`src/rtl/iack_pkg.sv`:
```
package iack_pkg;
  typedef enum logic [2:0] {
    SEL_NONE = 3'd0,
    SEL_CALL = 3'd1,
    SEL_LO   = 3'd2,
    SEL_HI   = 3'd3,
    SEL_TYPE = 3'd4
  } byte_sel_e;

  localparam logic [7:0] CALL_OPCODE = 8'hCD;
endpackage

```
`src/rtl/iack_pulse_track.sv`:
```
module iack_pulse_track (
  input  logic       clk,
  input  logic       rst_n,
  input  logic       inta_n,
  input  logic       cpu16,
  output logic [1:0] pcount,
  output logic [1:0] last_idx,
  output logic       active,
  output logic       fall_evt,
  output logic       rise_evt,
  output logic       final_fall
);
  logic inta_d;

  assign last_idx   = cpu16 ? 2'd2 : 2'd3;
  assign fall_evt   = inta_d & ~inta_n;
  assign rise_evt   = ~inta_d & inta_n;
  assign active     = ~inta_d;
  assign final_fall = fall_evt && ((pcount == last_idx) ? (last_idx == 2'd1)
                                                         : (pcount + 2'd1 == last_idx));

  always_ff @(posedge clk) begin
    if (!rst_n) begin
      inta_d <= 1'b1;
      pcount <= 2'd0;
    end else begin
      inta_d <= inta_n;
      if (fall_evt) begin
        if (pcount == last_idx) pcount <= 2'd1;
        else                    pcount <= pcount + 2'd1;
      end else if (rise_evt && pcount == last_idx) begin
        pcount <= 2'd0;
      end
    end
  end

  AST_PCOUNT_RANGE: assert property (@(posedge clk) disable iff (!rst_n)
    pcount <= last_idx);
  AST_RESTART_AFTER_FINAL: assert property (@(posedge clk) disable iff (!rst_n)
    (rise_evt && pcount == last_idx) |=> pcount == 2'd0);
endmodule

```
`src/rtl/iack_role_ctrl.sv`:
```
module iack_role_ctrl
  import iack_pkg::*;
#(
  parameter int LVL_W   = 3,
  parameter int NUM_LVL = 1 << LVL_W
) (
  input  logic               clk,
  input  logic               rst_n,
  input  logic [1:0]         pcount,
  input  logic [1:0]         last_idx,
  input  logic               active,
  input  logic               fall_evt,
  input  logic               final_fall,
  input  logic               cpu16,
  input  logic               cascade,
  input  logic               buffered,
  input  logic               buf_master,
  input  logic               role_pin,
  input  logic [NUM_LVL-1:0] slave_map,
  input  logic [LVL_W-1:0]   my_id,
  input  logic [LVL_W-1:0]   cas_in,
  input  logic [LVL_W-1:0]   grant_level,
  input  logic               aeoi,
  output byte_sel_e          sel,
  output logic [LVL_W-1:0]   lvl_q,
  output logic [LVL_W-1:0]   cas_out,
  output logic               cas_oe,
  output logic [NUM_LVL-1:0] isr_set,
  output logic [NUM_LVL-1:0] isr_clr
);
  logic is_master, is_slave, slave_behind, cas_match, match_q;
  logic first_fall, second_fall, owner_now, addr_owner;

  function automatic logic [NUM_LVL-1:0] onehot(input logic [LVL_W-1:0] l);
    return NUM_LVL'(1) << l;
  endfunction

  assign is_master    = buffered ? buf_master : role_pin;
  assign is_slave     = cascade & ~is_master;
  assign slave_behind = cascade & is_master & slave_map[lvl_q];
  assign cas_match    = (cas_in == my_id);
  assign first_fall   = fall_evt && (pcount == 2'd0 || pcount == last_idx);
  assign second_fall  = fall_evt && (pcount == 2'd1);
  assign owner_now    = ~is_slave | (second_fall ? cas_match : match_q);
  assign addr_owner   = is_slave ? match_q : ~slave_behind;

  always_ff @(posedge clk) begin
    if (!rst_n) begin
      lvl_q   <= '0;
      match_q <= 1'b0;
      isr_set <= '0;
      isr_clr <= '0;
    end else begin
      if (first_fall) lvl_q <= grant_level;
      if (second_fall)     match_q <= cas_match;
      else if (first_fall) match_q <= 1'b0;
      if (first_fall && !is_slave)                 isr_set <= onehot(grant_level);
      else if (second_fall && is_slave && cas_match) isr_set <= onehot(lvl_q);
      else                                         isr_set <= '0;
      if (final_fall && aeoi && owner_now) isr_clr <= onehot(first_fall ? grant_level : lvl_q);
      else                                 isr_clr <= '0;
    end
  end

  always_comb begin
    sel = SEL_NONE;
    if (active) begin
      case (pcount)
        2'd1: if (!cpu16 && !is_slave) sel = SEL_CALL;
        2'd2: if (addr_owner) sel = cpu16 ? SEL_TYPE : SEL_LO;
        2'd3: if (addr_owner && !cpu16) sel = SEL_HI;
        default: sel = SEL_NONE;
      endcase
    end
  end

  assign cas_oe  = cascade & is_master;
  assign cas_out = (cas_oe && pcount != 2'd0) ? lvl_q : '0;

  AST_SLAVE_NO_FIRST: assert property (@(posedge clk) disable iff (!rst_n)
    (is_slave && pcount == 2'd1) |-> sel == SEL_NONE);
  AST_MASTER_YIELDS: assert property (@(posedge clk) disable iff (!rst_n)
    (slave_behind && pcount >= 2'd2) |-> sel == SEL_NONE);
  AST_CAS_HOLD: assert property (@(posedge clk) disable iff (!rst_n)
    (cas_oe && pcount != 2'd0 && $past(pcount) != 2'd0) |-> $stable(cas_out));
  AST_SET_ONEHOT: assert property (@(posedge clk) disable iff (!rst_n)
    $onehot0(isr_set));
  AST_CLR_ONEHOT: assert property (@(posedge clk) disable iff (!rst_n)
    $onehot0(isr_clr));
  AST_CLR_NEEDS_AEOI: assert property (@(posedge clk) disable iff (!rst_n)
    (|isr_clr) |-> $past(aeoi));
endmodule

```
`src/rtl/iack_byte_mux.sv`:
```
module iack_byte_mux
  import iack_pkg::*;
#(
  parameter int LVL_W = 3,
  parameter int DW    = 8
) (
  input  byte_sel_e          sel,
  input  logic [LVL_W-1:0]   lvl,
  input  logic               int4,
  input  logic [2*DW-1:0]    vec_addr,
  input  logic [DW-LVL_W-1:0] type_base,
  output logic [DW-1:0]      data,
  output logic               drive
);
  localparam logic [DW-1:0] MASK4 = DW'((1 << (LVL_W + 2)) - 1);
  localparam logic [DW-1:0] MASK8 = DW'((1 << (LVL_W + 3)) - 1);

  function automatic logic [DW-1:0] low_byte(input logic [DW-1:0] base,
                                              input logic [LVL_W-1:0] l,
                                              input logic four);
    logic [DW-1:0] lx;
    lx = DW'(l);
    if (four) return (base & ~MASK4) | (lx << 2);
    return (base & ~MASK8) | (lx << 3);
  endfunction

  function automatic logic [DW-1:0] type_byte(input logic [DW-LVL_W-1:0] b,
                                               input logic [LVL_W-1:0] l);
    return {b, l};
  endfunction

  always_comb begin
    case (sel)
      SEL_CALL: data = CALL_OPCODE;
      SEL_LO:   data = low_byte(vec_addr[DW-1:0], lvl, int4);
      SEL_HI:   data = vec_addr[2*DW-1:DW];
      SEL_TYPE: data = type_byte(type_base, lvl);
      default:  data = '0;
    endcase
  end

  assign drive = (sel != SEL_NONE);
endmodule

```
`src/rtl/iack_cascade_seq.sv`:
```
module iack_cascade_seq
  import iack_pkg::*;
#(
  parameter int LVL_W   = 3,
  parameter int DW      = 8,
  parameter int NUM_LVL = 1 << LVL_W
) (
  input  logic               clk,
  input  logic               rst_n,
  input  logic               inta_n,
  input  logic [LVL_W-1:0]   grant_level,
  input  logic               cfg_cpu16,
  input  logic               cfg_int4,
  input  logic [2*DW-1:0]    cfg_vec_addr,
  input  logic [DW-LVL_W-1:0] cfg_type_base,
  input  logic               cfg_cascade,
  input  logic               cfg_buffered,
  input  logic               cfg_buf_master,
  input  logic [NUM_LVL-1:0] cfg_slave_map,
  input  logic [LVL_W-1:0]   cfg_my_id,
  input  logic               cfg_aeoi,
  input  logic               role_pin,
  input  logic [LVL_W-1:0]   cas_in,
  output logic [DW-1:0]      data_out,
  output logic               data_oe,
  output logic               buf_en,
  output logic [LVL_W-1:0]   cas_out,
  output logic               cas_oe,
  output logic [NUM_LVL-1:0] isr_set,
  output logic [NUM_LVL-1:0] isr_clr
);
  logic [1:0]       pcount, last_idx;
  logic             active, fall_evt, rise_evt, final_fall;
  byte_sel_e        sel;
  logic [LVL_W-1:0] lvl_q;

  iack_pulse_track u_track (
    .clk(clk), .rst_n(rst_n), .inta_n(inta_n), .cpu16(cfg_cpu16),
    .pcount(pcount), .last_idx(last_idx), .active(active),
    .fall_evt(fall_evt), .rise_evt(rise_evt), .final_fall(final_fall)
  );

  iack_role_ctrl #(.LVL_W(LVL_W), .NUM_LVL(NUM_LVL)) u_role (
    .clk(clk), .rst_n(rst_n), .pcount(pcount), .last_idx(last_idx),
    .active(active), .fall_evt(fall_evt), .final_fall(final_fall),
    .cpu16(cfg_cpu16), .cascade(cfg_cascade), .buffered(cfg_buffered),
    .buf_master(cfg_buf_master), .role_pin(role_pin), .slave_map(cfg_slave_map),
    .my_id(cfg_my_id), .cas_in(cas_in), .grant_level(grant_level), .aeoi(cfg_aeoi),
    .sel(sel), .lvl_q(lvl_q), .cas_out(cas_out), .cas_oe(cas_oe),
    .isr_set(isr_set), .isr_clr(isr_clr)
  );

  iack_byte_mux #(.LVL_W(LVL_W), .DW(DW)) u_mux (
    .sel(sel), .lvl(lvl_q), .int4(cfg_int4), .vec_addr(cfg_vec_addr),
    .type_base(cfg_type_base), .data(data_out), .drive(data_oe)
  );

  assign buf_en = cfg_buffered & data_oe;

  AST_BUS_IN_PULSE: assert property (@(posedge clk) disable iff (!rst_n)
    data_oe |-> (active && pcount != 2'd0));
  AST_RELEASE_ON_RISE: assert property (@(posedge clk) disable iff (!rst_n)
    rise_evt |=> !data_oe);
  AST_BUF_MIRROR: assert property (@(posedge clk) disable iff (!rst_n)
    buf_en |-> (data_oe && cfg_buffered));
endmodule

```
`config.mk`:
```
export PLATFORM = sky130hd
export DESIGN_NAME = iack_cascade_seq
export DESIGN_NICKNAME = d
export VERILOG_FILES = /design/src/rtl/iack_pkg.sv /design/src/rtl/iack_pulse_track.sv /design/src/rtl/iack_role_ctrl.sv /design/src/rtl/iack_byte_mux.sv /design/src/rtl/iack_cascade_seq.sv
export SDC_FILE = /design/constraint.sdc
export NUM_CORES = 1
export LEC_CHECK = 0
export BUFFER_PORTS_ARGS = -buffer_cell sky130_fd_sc_hd__buf_2
export CORE_MARGIN = 10
export CORE_UTILIZATION = 45
export DETAILED_ROUTE_END_ITERATION = 12
export GPL_ROUTABILITY_DRIVEN = 0
export PLACE_DENSITY = 0.8
export SETUP_SLACK_MARGIN = 0.1
export SLEW_MARGIN = 5
export SYNTH_ARGS = -nofsm -noshare
export SYNTH_HDL_FRONTEND = slang
export SYNTH_SLANG_ARGS = --single-unit
```
`constraint.sdc`:
```
create_clock -name clk -period 4.3 [get_ports clk]
set_clock_uncertainty 0.1 [all_clocks]
set_input_delay 0.645 -clock clk [delete_from_list [all_inputs] [get_ports clk]]
set_output_delay 0.645 -clock clk [all_outputs]
set_load 0.01 [all_outputs]
```
==> reports/qor.csv <==
metric,value,unit
core.rowCount,20,
peakVddDrop,0.1688,mV
slew_headroom,60.09,%
drt_drc_violations_left,0,
rr_startpoint,u_track.pcount[0]$_SDFFE_PN0P_,
root_buffer,clkbuf_4,
p_int,0.2999,mW
drive_gt1_share,35.34,%
rr_endpoint,u_role.isr_set[3]$_SDFF_PN0_,
outcome,finished clean,
wire_per_inst,14.00,µm
leakagePower,0.8985,nW
synth_top_area_cell,dfxtp_1,
cp_num_cells,7,
yosysWarnings,0,
die_w,77.84,µm
drtPass1Iterations,4,
worst_setup_path_start_kind,register,
avgSynthCellArea,8.270,µm²
path_class,reg2out,
crit_path_end,data_out[7],
final_hold_viol_count,0,
vias,1507,
clock_latency,320,ps
post_synth_instance_area,0.001505,mm²
cts_setup_buffers,0,
drv_cap,0,
synth-seq-cells,23,
fmax,0.2674,GHz
synthTopCellsByCount,"dfxtp_1, nor2_1, nand2_1, nor2b_1, a21oi_1",
postRouteWirelength,4.101,mm
fp.dieH,77.84,µm
clockPowerShare,23.6,%
max-clock-path-buffers,2,
synth-xor-area-share,2.909,%
rsz0062_at_grt,no,
post-place-ws,904.2,ps
worstPathCellList,mux4_1 -> nor2b_1 -> nor3_1 -> o21ai_0 -> mux2_2 -> a221o_2 -> buf_2,
p_seq_share,52.8,%
synth_top_family_by_area,simple AND/OR/NAND/NOR gates,
synthesis.nets,234,
synth_edf_count,0,
ant_nets,0,
ys_types,47,
hp-class,reg2reg,
synth_area_leaders,"dfxtp_1, nor2b_1, nor2_1, mux2i_1, nand2_1",
drv_slew,0,
synthMuxAreaShare,8.645,%
grt_pass1_vias,1550,
critical_path_buf_inv_count,1,
synth_compound_area_share,19.70,%
yosysMostFrequentCell,dfxtp_1,
cts_tree,done,
synth_flop_cell,dfxtp_1,
timing.final.crit_share,86.97,%
power_frac_comb,23.6,%
timing.setup.tns,0,ps
n_antenna_cell,0,
cp-end-kind,output port,
start_util,48.12,%
htree_num_levels,1,
cts_resized,0,
grt_antenna_before_repair,0,
crit_slowest_cell,mux4_1,
nNetsFinal,302,
grt.overflow.total,0,
synthAdderAreaFrac,3.325,%
cts_sinks,23,
critPathTopFamily,multiplexers,
dieArea,0.006058,mm²
crit_fanout,12,
yosysTopAreaCellShare,30.59,%
tightest_slew,597.4,ps
fin_ws,560.5,ps
vias_per_cell,5.143,
io_pins,78,
synth-simple-area-share,30.01,%
grt_first_pass_wirelength,6.872,mm
crit_required,3560,ps
synth-seq-area-share,30.59,%
r2r_slack,2060,ps
clk_pin_slew,120,ps
area_growth,26.10,%
grt_max_degree,17,
p_switching,0.1332,mW
dp_hpwl,3.431,mm
r2r.worst_path.cells,7,
setup_violations,0,
p_per_area,228.2,mW/mm²
cts_buffers,3,
syn_inst,182,
io_buffer_count,72,
post-route-min-period,3740,ps
ys_async_sr_fraction,0,%
crit_start,u_role.lvl_q[0]$_SDFF_PN0_,
fp.coreArea,0.003128,mm²
cp_slowest_stage_delay,630,ps
switching_share,30.75,%
cp.arrival,2990,ps
grt_usage,13.22,%
holdBufCountCts,0,
drt_iter0_drc,101,
[area by class of cell]
type	count	area [µm²]
Clock buffer	3	22.52
Clock inverter	1	5.005
Timing Repair Buffer	72	360.3
Multi-Input combinational cell	144	972.2
Fill cell	300	1230
Inverter	6	22.52
Sequential cell	23	460.4
Tap cell	44	55.05
[power by group through the flow]
stage / Combinational [mW] / Sequential (mW) / Clock [mW]
floorplan: 0.0698 / 0.228 / 0
global placement: 0.0998 / 0.233 / 0
detailed placement: 0.102 / 0.233 / 0
CTS: 0.103 / 0.229 / 0.105
global route: 0.115 / 0.230 / 0.114
finish: 0.102 / 0.229 / 0.102
[state kept, by name, indices dropped and copies added, names as in the netlist]
name / flops
u_track.pcount: 2
u_track.inta_d: 1
u_role.lvl_q: 3
u_role.isr_set: 8
u_role.match_q: 1
u_role.isr_clr: 8
[layer usage]
layer	wire (µm)	vias up	share of wire, %	global-route usage (%)
met5	0	-	0	0
met4	17	0	0.41	2.555
met3	265	3	6.5	4.839
met2	2015	38	49	23.88
met1	1803	681	44	14.43
li1	-	785	-	-
[worst min path at each step]
| stage | startpoint | depth (start not counted) | slack, ps | to |
|---|---|---|---|---|
| 6_report | u_role.match_q$_SDFFE_PN0P_ | 2 | 450 | u_role.match_q$_SDFFE_PN0P_ |
| 5_1_grt | inta_n | 2 | 470 | u_track.inta_d$_SDFF_PN1_ |
| 4_1_cts | inta_n | 2 | 450 | u_track.inta_d$_SDFF_PN1_ |
| 3_5_place_dp | u_role.match_q$_SDFFE_PN0P_ | 2 | 440 | u_role.match_q$_SDFFE_PN0P_ |
| 3_3_place_gp | u_role.match_q$_SDFFE_PN0P_ | 2 | 430 | u_role.match_q$_SDFFE_PN0P_ |
| 2_1_floorplan | u_role.match_q$_SDFFE_PN0P_ | 2 | 410 | u_role.match_q$_SDFFE_PN0P_ |
[tightest hold or removal path: cells and delay by family, from the launching register on]
family	cells	cell delay (ps)
and+or+nand+nor	1	50
DFF	1	340
AOI/OAI and AO/OA	1	130
[per-stage QoR]
stage                     util, %  power (mW)  instances  instance area, µm²  hold slack, ps
after floorplan                 -      0.2981        182                1505           406.7
after global placement      59.80      0.3332        289                1871           426.1
after detailed placement    59.80      0.3355        289                1871           442.5
after CTS                   60.68      0.4361        293                1898           452.9
after global routing        60.68      0.4589        293                1898           467.6
final                       60.68      0.4331        293                1898           451.6
[cells in the final DEF, fill, tap and decap left out, drive strengths merged, types with 2 or more instances in the layout]
cell,instances
and2,7
nand3b,3
a221o,4
mux2i,7
buf,72
xor2,4
a21boi,2
dfxtp,23
o21a,2
inv,6
clkbuf,3
nand2,16
a31oi,3
nand2b,3
nor2,20
nand3,3
ha,4
nor2b,14
a21oi,10
nor4,2
nor3,9
a32oi,2
o21ai,3
nor3b,2
a22o,4
mux2,3
[cells by family (layout without fill, tap and decap cells)]
group                      after synthesis  after routing
adders and majority gates                4              4
AOI/OAI and AO/OA                       40             40
and+or+nand+nor                         84             84
muxes                                   11             11
xor gates and xnor gates                 5              5
buffers and inverters                   15             82
DFF                                     23             23
Note: power is estimated with default switching activity, not from simulation.
